===== src/rtl/bootrom_pkg.sv =====
package bootrom_pkg;
  parameter int WAIT_W   = 3;
  parameter int PAGE_W   = 3;
  parameter int OFF_W    = 13;
  parameter int ABUS_W   = 14;
  parameter int DBUS_W   = 24;
  parameter int BYTE_W   = 8;
  parameter int BYTE_LSB = 8;

  localparam int ADDR_W = PAGE_W + OFF_W;
  localparam int HI_W   = ADDR_W - ABUS_W;
  localparam int HI_LSB = DBUS_W - HI_W;

  // full boot byte address: page above in-page offset
  function automatic logic [ADDR_W-1:0] boot_addr(input logic [PAGE_W-1:0] pg,
                                                   input logic [OFF_W-1:0]  off);
    return {pg, off};
  endfunction

  function automatic logic [ABUS_W-1:0] addr_lo(input logic [ADDR_W-1:0] a);
    return a[ABUS_W-1:0];
  endfunction

  function automatic logic [HI_W-1:0] addr_hi(input logic [ADDR_W-1:0] a);
    return a[ADDR_W-1 -: HI_W];
  endfunction

  // returned byte sits in the middle lanes of the data bus
  function automatic logic [BYTE_W-1:0] pick_byte(input logic [DBUS_W-1:0] d);
    return d[BYTE_LSB +: BYTE_W];
  endfunction
endpackage


===== src/rtl/bootrom_cfg.sv =====
module bootrom_cfg
  import bootrom_pkg::*;
#(
  parameter int unsigned RST_WAIT = 3
) (
  input  logic              clk,
  input  logic              rst_n,
  input  logic              wr,
  input  logic [WAIT_W-1:0] wait_in,
  input  logic [PAGE_W-1:0] page_in,
  output logic [WAIT_W-1:0] wait_q,
  output logic [PAGE_W-1:0] page_q
);
  localparam logic [WAIT_W-1:0] WAIT_INIT = WAIT_W'(RST_WAIT);

  always_ff @(posedge clk or negedge rst_n) begin
    if (!rst_n) begin
      wait_q <= WAIT_INIT;
      page_q <= '0;
    end else if (wr) begin
      wait_q <= wait_in;
      page_q <= page_in;
    end
  end
endmodule


===== src/rtl/bootrom_seq.sv =====
module bootrom_seq
  import bootrom_pkg::*;
(
  input  logic              clk,
  input  logic              rst_n,
  input  logic              start,
  input  logic [WAIT_W-1:0] wait_cfg,
  output logic              active,
  output logic              accept,
  output logic              last
);
  localparam logic [WAIT_W-1:0] ONE = {{(WAIT_W-1){1'b0}}, 1'b1};

  logic [WAIT_W-1:0] cnt_q;

  // a start is taken only when no window is open
  assign accept = start && !active;
  assign last   = active && (cnt_q == '0);

  always_ff @(posedge clk or negedge rst_n) begin
    if (!rst_n) begin
      active <= 1'b0;
      cnt_q  <= '0;
    end else if (accept) begin
      active <= 1'b1;
      cnt_q  <= wait_cfg;     // wait count snapshot for this access
    end else if (active) begin
      if (cnt_q == '0) active <= 1'b0;
      else             cnt_q  <= cnt_q - ONE;
    end
  end
endmodule


===== src/rtl/bootrom_pins.sv =====
module bootrom_pins
  import bootrom_pkg::*;
(
  input  logic              clk,
  input  logic              rst_n,
  input  logic              accept,
  input  logic              active,
  input  logic              last,
  input  logic [PAGE_W-1:0] page,
  input  logic [OFF_W-1:0]  offset,
  input  logic [DBUS_W-1:0] din,
  output logic [ABUS_W-1:0] addr,
  output logic [DBUS_W-1:0] dout,
  output logic [DBUS_W-1:0] doe,
  output logic              done,
  output logic [BYTE_W-1:0] byte_q
);
  logic [ADDR_W-1:0] addr_q;
  logic [HI_W-1:0]   hi;

  always_ff @(posedge clk or negedge rst_n) begin
    if (!rst_n)      addr_q <= '0;
    else if (accept) addr_q <= boot_addr(page, offset);
  end

  assign addr = addr_lo(addr_q);
  assign hi   = addr_hi(addr_q);

  // only the upper lanes carry address bits, and only during a window
  for (genvar b = 0; b < DBUS_W; b++) begin : g_lane
    if (b >= HI_LSB) begin : g_hi
      assign dout[b] = hi[b-HI_LSB];
      assign doe[b]  = active;
    end else begin : g_idle
      assign dout[b] = 1'b0;
      assign doe[b]  = 1'b0;
    end
  end

  always_ff @(posedge clk or negedge rst_n) begin
    if (!rst_n) begin
      done   <= 1'b0;
      byte_q <= '0;
    end else begin
      done <= last;
      if (last) byte_q <= pick_byte(din);
    end
  end
endmodule


===== src/rtl/bootrom_fetch.sv =====
module bootrom_fetch
  import bootrom_pkg::*;
#(
  parameter int unsigned RST_WAIT = 3
) (
  input  logic              clk,
  input  logic              rst_n,
  input  logic              cfg_wr,
  input  logic [WAIT_W-1:0] cfg_wait,
  input  logic [PAGE_W-1:0] cfg_page,
  input  logic              req_start,
  input  logic [OFF_W-1:0]  req_offset,
  output logic              rsp_done,
  output logic [BYTE_W-1:0] rsp_byte,
  output logic [ABUS_W-1:0] mem_addr,
  output logic              mem_sel_n,
  output logic              mem_rd_n,
  output logic [DBUS_W-1:0] mem_dout,
  output logic [DBUS_W-1:0] mem_doe,
  input  logic [DBUS_W-1:0] mem_din
);
  logic [WAIT_W-1:0] wait_q;
  logic [PAGE_W-1:0] page_q;
  logic              acc_active;
  logic              acc_start;
  logic              acc_last;

  bootrom_cfg #(.RST_WAIT(RST_WAIT)) u_cfg (
    .clk(clk), .rst_n(rst_n), .wr(cfg_wr),
    .wait_in(cfg_wait), .page_in(cfg_page),
    .wait_q(wait_q), .page_q(page_q)
  );

  bootrom_seq u_seq (
    .clk(clk), .rst_n(rst_n), .start(req_start), .wait_cfg(wait_q),
    .active(acc_active), .accept(acc_start), .last(acc_last)
  );

  bootrom_pins u_pins (
    .clk(clk), .rst_n(rst_n), .accept(acc_start), .active(acc_active),
    .last(acc_last), .page(page_q), .offset(req_offset), .din(mem_din),
    .addr(mem_addr), .dout(mem_dout), .doe(mem_doe),
    .done(rsp_done), .byte_q(rsp_byte)
  );

  assign mem_sel_n = ~acc_active;
  assign mem_rd_n  = ~acc_active;
endmodule


===== config.mk =====
export PLATFORM = sky130hd
export DESIGN_NAME = bootrom_fetch
export DESIGN_NICKNAME = d
export VERILOG_FILES = /design/src/rtl/bootrom_pkg.sv /design/src/rtl/bootrom_cfg.sv /design/src/rtl/bootrom_seq.sv /design/src/rtl/bootrom_pins.sv /design/src/rtl/bootrom_fetch.sv
export SDC_FILE = /design/constraint.sdc
export NUM_CORES = 1
export LEC_CHECK = 0
export BUFFER_PORTS_ARGS = -buffer_cell sky130_fd_sc_hd__buf_2
export CAP_MARGIN = 40
export CORE_ASPECT_RATIO = 1.2
export CORE_MARGIN = 2
export CORE_UTILIZATION = 40
export DETAILED_ROUTE_END_ITERATION = 8
export HOLD_SLACK_MARGIN = 0.05
export PLACE_DENSITY_LB_ADDON = 0.08
export SKIP_CTS_REPAIR_TIMING = 1
export SLEW_MARGIN = 20
export SYNTH_ARGS = -nofsm -noshare
export SYNTH_HDL_FRONTEND = slang
export SYNTH_HIERARCHICAL = 1
export SYNTH_SLANG_ARGS = --single-unit

===== constraint.sdc =====
create_clock -name clk -period 1.79 [get_ports clk]
set_clock_uncertainty 0.05 [all_clocks]
set_input_delay 0.2685 -clock clk [delete_from_list [all_inputs] [get_ports clk]]
set_output_delay 0.2685 -clock clk [all_outputs]
set_load 0.05 [all_outputs]

==> flow_summary.json, run 1 <==
{
  "status": "finished clean",
  "seqCellArea_um2": 878,
  "synth_most_common_cell": "buf_4",
  "clock-sinks": 35,
  "endpoint_kind": "flop",
  "ir_worst_vdd_mv": 1.06,
  "cp_max_fo": 11,
  "start_util": 0.409,
  "netlist_area_um2": 1850,
  "io_pins": 120,
  "core_area_um2": 4530,
  "drc": 0,
  "wirelength_mm": 2.99,
  "reg2reg_slack_ns": 0.20,
  "slew_viol_final": 0,
  "yosysSeqAreaShare": 0.475,
  "via_per_inst": 4.15,
  "netlist_instances": 138,
  "post_dp_cell_area_um2": 1990,
  "crit_type": "reg2reg",
  "p_leak_nw": 1.12,
  "maxCapViolations": 0,
  "drtIter0Drc": 31,
  "die_area_um2": 5190,
  "power_frac_comb": 0.580,
  "switching_share": 0.507,
  "antennaDiodeCount": 0,
  "crit_slowest_cell": "and3b_2",
  "die_h_um": 78.5,
  "hpwl_mm": 2.27,
  "p_seq_frac": 0.297,
  "fillers": 437,
  "hold_path_end": "u_pins/addr_q[9]$_DFFE_PN0P_",
  "synth_edf_count": 0,
  "vias": 1076,
  "r2r_cells": 4,
  "synthDistinctLibCells": 23,
  "clk_path_buf_depth": 2,
  "grt_pass1_wl_mm": 4.80,
  "fin_hold_ws_ns": 0.159,
  "min_period_over_period": 0.888,
  "num_rows": 27,
  "period_minus_slack_ns": 1.59,
  "yosys-top-cells-area": "dfrtp_1 45%, buf_4 19%, mux2_4 13%",
  "cts.clk_slew.worst_paths_ns": 0.07,
  "gp_congestion": 0.638,
  "ys_seq_elements": 35,
  "dieWidth_um": 66.1,
  "wire_per_inst_um": 11.5,
  "cts_root_buf": "clkbuf_8",
  "avgSynthCellArea_um2": 13.4,
  "grt_pass1_vias": 1048,
  "setup_viol": 0,
  "grt_overflow": 0,
  "cts_max_level": 2,
  "synthFlopType": "dfrtp_1",
  "fin_nets": 249,
  "critPathArrivalTime_ns": 1.71,
  "multi_input_area_um2": 709,
  "p_int_mw": 2.18,
  "worst_slack_ns": 0.201,
  "fin_setup_tns_ns": 0,
  "reg2reg_to": "u_pins/byte_q[4]$_DFFE_PN0P_",
  "cts_tree": "yes",
  "grt_start_max_net_pins": 36,
  "p_sw_mw": 2.24,
  "dp_slack_ns": 0.180,
  "cp.required_ns": 1.91,
  "ant_nets": 0,
  "r2r-start": "u_seq/cnt_q[0]$_DFFE_PN0P_",
  "critPathLaunchType": "flop",
  "synth_common_cells": "47 x buf_4, 33 x dfrtp_1, 16 x mux2_4",
  "hp-class": "in2reg",
  "grt_use_total": 0.125,
  "yosys_warnings": 6,
  "crit_chain": "inv_1, ha_1, and3b_2, mux2_2",
  "powerDensity_nw_per_um2": 2100,
  "grt_antenna_before_repair": 0,
  "worstHoldStart": "req_offset[9]",
  "clock_latency_ns": 0.28,
  "rsz0062_at_grt": "false",
  "slowest_delay_ns": 0.39,
  "p_clk_frac": 0.123,
  "drtPass1Iterations": 2,
  "numCtsBuffers": 5,
  "layout-drive-gt1-share": 0.522,
  "finalHoldViolCount": 0,
  "area_delta_synth_final_pct": 14.0,
  "synthArstFlopShare": 1.00,
  "fin_area_um2": 2110,
  "synth_top_area_cell": "dfrtp_1",
  "fmax_mhz": 629,
  "io_buffers": 59,
  "synth.top_cell.area_share": 0.447,
  "hold_depth": 2
}
-- cell families after synthesis --
logic type	count (synthesis)	synth area share
fa+ha+maj	2	0.0135
buf+inv	55	0.229
xor+xnor	1	0.00474
flops	35	0.475
simple gates	8	0.0338
other cells	1	0.00203
mux	31	0.221
compound gates	5	0.0217
-- sequential cells by signal (all words and copies together) (netlist names) --
register       count
u_pins/byte_q      8
u_seq/active       1
u_cfg/page_q       3
u_seq/cnt_q        3
u_pins/done        1
u_pins/addr_q     16
u_cfg/wait_q       3
-- per-layer routing --
metal,global-route usage,up-vias,share of wire
li1,-,489,-
met1,0.135,512,0.36
met2,0.212,69,0.52
met3,0.0444,6,0.10
met4,0.0612,0,0.022
met5,0,-,0
-- through the flow --
step	utilization	power [mW]	instances
5_1_grt	0.466	4.68	259
6_report	0.466	4.43	259
4_1_cts	0.457	4.48	257
3_5_place_dp	0.439	3.91	249
3_3_place_gp	0.439	3.86	249
2_1_floorplan	-	3.54	181
-- worst max path at each step --
stage                                           from                           end  cells past startpoint  slack [ns]
after floorplan           u_seq/cnt_q[0]$_DFFE_PN0P_  u_pins/byte_q[0]$_DFFE_PN0P_                      5        0.23
after global placement    u_seq/cnt_q[0]$_DFFE_PN0P_  u_pins/byte_q[1]$_DFFE_PN0P_                      4        0.21
after detailed placement  u_seq/cnt_q[0]$_DFFE_PN0P_  u_pins/byte_q[4]$_DFFE_PN0P_                      4        0.18
after CTS                 u_seq/cnt_q[0]$_DFFE_PN0P_  u_pins/byte_q[4]$_DFFE_PN0P_                      4        0.18
final                     u_seq/cnt_q[0]$_DFFE_PN0P_  u_pins/byte_q[4]$_DFFE_PN0P_                      4        0.20
after global routing      u_seq/cnt_q[0]$_DFFE_PN0P_  u_pins/byte_q[7]$_DFFE_PN0P_                      4        0.11
-- cell usage in the layout (no fill, tap or decap), drive strengths merged --
cell         count
a211oi           1
mux2            30
conb            44
clkinv           1
nor2             2
dlygate4sd3      1
mux2i            1
and3b            1
buf             63
xnor2            1
nor2b            4
o22ai            1
inv              3
a221o            1
ha               2
dfstp            2
nor4bb           1
clkbuf           7
dfrtp           33
a21oi            2
-- final cells by class --
type / count / area share
Tap cell: 58 / 0.0344
Multi-Input combinational cell: 91 / 0.336
Timing Repair Buffer: 64 / 0.169
Sequential cell: 35 / 0.417
Clock buffer: 7 / 0.0362
Inverter: 3 / 0.00534
Clock inverter: 1 / 0.00237
-- critical path, delay by kind of cell, from the launching register on --
kind,cells,cell delay (ns)
simple gates,1,0.39
mux,1,0.38
flops,1,0.37
fa+ha+maj,1,0.18
buf+inv,1,0.11
-- power by group through the flow --
| stage | registers [mW] | logic, mW | clock network [mW] |
|---|---|---|---|
| 3_3_place_gp | 1.31 | 2.55 | 0 |
| 6_report | 1.31 | 2.57 | 0.544 |
| 5_1_grt | 1.37 | 2.70 | 0.600 |
| 2_1_floorplan | 2.34 | 1.20 | 0 |
| 3_5_place_dp | 1.33 | 2.58 | 0 |
| 4_1_cts | 1.32 | 2.59 | 0.566 |
No activity file was read; power rests on OpenSTA's default activity.
==> run 2, diff against run 1 <==
--- a/config.mk
+++ b/config.mk
@@ -7,9 +7,11 @@
 export LEC_CHECK = 0
 export BUFFER_PORTS_ARGS = -buffer_cell sky130_fd_sc_hd__buf_2
 export CAP_MARGIN = 40
+export CELL_PAD_IN_SITES_DETAIL_PLACEMENT = 1
+export CELL_PAD_IN_SITES_GLOBAL_PLACEMENT = 1
 export CORE_ASPECT_RATIO = 1.2
 export CORE_MARGIN = 2
-export CORE_UTILIZATION = 40
+export CORE_UTILIZATION = 31
 export DETAILED_ROUTE_END_ITERATION = 8
 export HOLD_SLACK_MARGIN = 0.05
 export PLACE_DENSITY_LB_ADDON = 0.08
==> run 2 against run 1 <==
- sequential power about the same
- via count about the same
- design area up 0.71%
- clock power about the same
- critical endpoint is now u_pins/byte_q[2]$_DFFE_PN0P_
- combinational power about the same
- sequential cell count unchanged
- die area up 27%
==> flow_summary.json, run 2 (synthesis results as in run 1) <==
{
  "status": "finished clean",
  "place_inst": 271,
  "slowest_delay_ns": 0.39,
  "critPathArrivalTime_ns": 1.74,
  "rsz0062_at_grt": "false",
  "cts_max_level": 2,
  "vias": 1075,
  "cts.clk_slew.worst_paths_ns": 0.07,
  "grt_overflow": 0,
  "crit_chain": "inv_1, ha_1, and3b_2, mux2_2",
  "layout_commonest_cell": "buf_2",
  "wire_per_inst_um": 12.9,
  "layoutNonFillerInstCount": 280,
  "antennaDiodeCount": 0,
  "top_regs": "u_pins/addr_q: 16 flops, u_pins/byte_q: 8 flops",
  "ant_nets": 0,
  "reg2reg_to": "u_pins/byte_q[2]$_DFFE_PN0P_",
  "period_minus_slack_ns": 1.62,
  "clk_path_buf_depth": 2,
  "start_util": 0.324,
  "grt_antenna_before_repair": 0,
  "via_per_inst": 3.84,
  "p_leak_nw": 1.11,
  "finalHoldViolCount": 0,
  "cp_max_fo": 11,
  "maxCapViolations": 0,
  "grt_pass1_wl_mm": 5.49,
  "crit_type": "reg2reg",
  "crit_slowest_cell": "dfrtp_1",
  "ir_worst_vdd_mv": 0.747,
  "hold_depth": 2,
  "fillers": 664,
  "largest_reg_flops": 16,
  "gp_congestion": 0.640,
  "cp.required_ns": 1.91,
  "numCtsBuffers": 5,
  "die_area_um2": 6600,
  "dieWidth_um": 74.5,
  "fin_setup_tns_ns": 0,
  "grt_start_max_net_pins": 23,
  "io_pins": 120,
  "drtIter0Drc": 31,
  "clock-sinks": 35,
  "drtPass1Iterations": 2,
  "r2r_cells": 4,
  "critPathLaunchType": "flop",
  "drc": 0,
  "wirelength_mm": 3.62,
  "clock_latency_ns": 0.28,
  "layout-drive-gt1-share": 0.530,
  "grt_pass1_vias": 1115,
  "layout_common_cells": "59 x buf_2, 44 x conb_1, 33 x dfrtp_1",
  "hp-class": "in2reg",
  "reg2reg_slack_ns": 0.17,
  "hold_path_end": "u_pins/addr_q[12]$_DFFE_PN0P_",
  "worstHoldStart": "req_offset[12]",
  "cts_tree": "yes",
  "powerDensity_nw_per_um2": 2100,
  "core_area_um2": 5710,
  "num_rows": 30,
  "cts_root_buf": "clkbuf_8",
  "hpwl_mm": 2.80,
  "min_period_over_period": 0.907,
  "fmax_mhz": 616,
  "regMostFlops": "u_pins/addr_q",
  "grt_use_total": 0.113,
  "slew_viol_final": 0,
  "io_buffers": 59,
  "die_h_um": 88.6,
  "fin_nets": 248,
  "area_delta_synth_final_pct": 14.8,
  "setup_viol": 0,
  "r2r-start": "u_seq/cnt_q[0]$_DFFE_PN0P_",
  "fin_hold_ws_ns": 0.163,
  "endpoint_kind": "flop"
}
-- run 2: layer usage --
layer,up-vias,track usage,routed length [um]
li1,480,-,-
met1,543,0.120,1320
met2,48,0.208,2060
met3,4,0.0216,185
met4,0,0.0584,58
met5,-,0,0
-- run 2: layout make-up --
cell class / count / area [um2] / area share
Inverter: 3 / 11.3 / 0.00530
Clock buffer: 5 / 68.8 / 0.0324
Multi-Input combinational cell: 91 / 709 / 0.334
Timing Repair Buffer: 63 / 340 / 0.160
Sequential cell: 35 / 878 / 0.414
Clock inverter: 3 / 15.0 / 0.00707
Tap cell: 80 / 100 / 0.0471
-- run 2: worst max-delay path by stage --
| stage | start | end | cells past startpoint |
|---|---|---|---|
| 6_report | u_seq/cnt_q[0]$_DFFE_PN0P_ | u_pins/byte_q[2]$_DFFE_PN0P_ | 4 |
| 5_1_grt | u_seq/cnt_q[0]$_DFFE_PN0P_ | u_pins/byte_q[0]$_DFFE_PN0P_ | 4 |
| 3_5_place_dp | u_seq/cnt_q[0]$_DFFE_PN0P_ | u_pins/byte_q[2]$_DFFE_PN0P_ | 4 |
| 3_3_place_gp | u_seq/cnt_q[0]$_DFFE_PN0P_ | u_pins/byte_q[4]$_DFFE_PN0P_ | 4 |
| 4_1_cts | u_seq/cnt_q[0]$_DFFE_PN0P_ | u_pins/byte_q[2]$_DFFE_PN0P_ | 4 |
| 2_1_floorplan | u_seq/cnt_q[0]$_DFFE_PN0P_ | u_pins/byte_q[0]$_DFFE_PN0P_ | 5 |
-- run 2: critical path: cells and delay by family, from the launching register on --
kind	cells	cell delay [ns]
adders and majority gates	1	0.19
buffers and inverters	1	0.13
DFF	1	0.39
muxes	1	0.38
and+or+nand+nor	1	0.38
-- run 2: stage by stage --
step / util / area [um2] / setup slack, ns / total power, mW
global placement: 0.356 / 2030 / 0.216 / 3.88
floorplan: - / 2010 / 0.229 / 3.54
detailed placement: 0.356 / 2030 / 0.156 / 3.94
finish: 0.372 / 2120 / 0.167 / 4.45
CTS: 0.370 / 2110 / 0.148 / 4.51
global route: 0.372 / 2120 / 0.0942 / 4.69
-- run 2: power by group --
| group | internal (mW) | switching (mW) |
|---|---|---|
| sequential | 1.14 | 0.198 |
| clock | 0.266 | 0.278 |
| combinational | 0.760 | 1.80 |
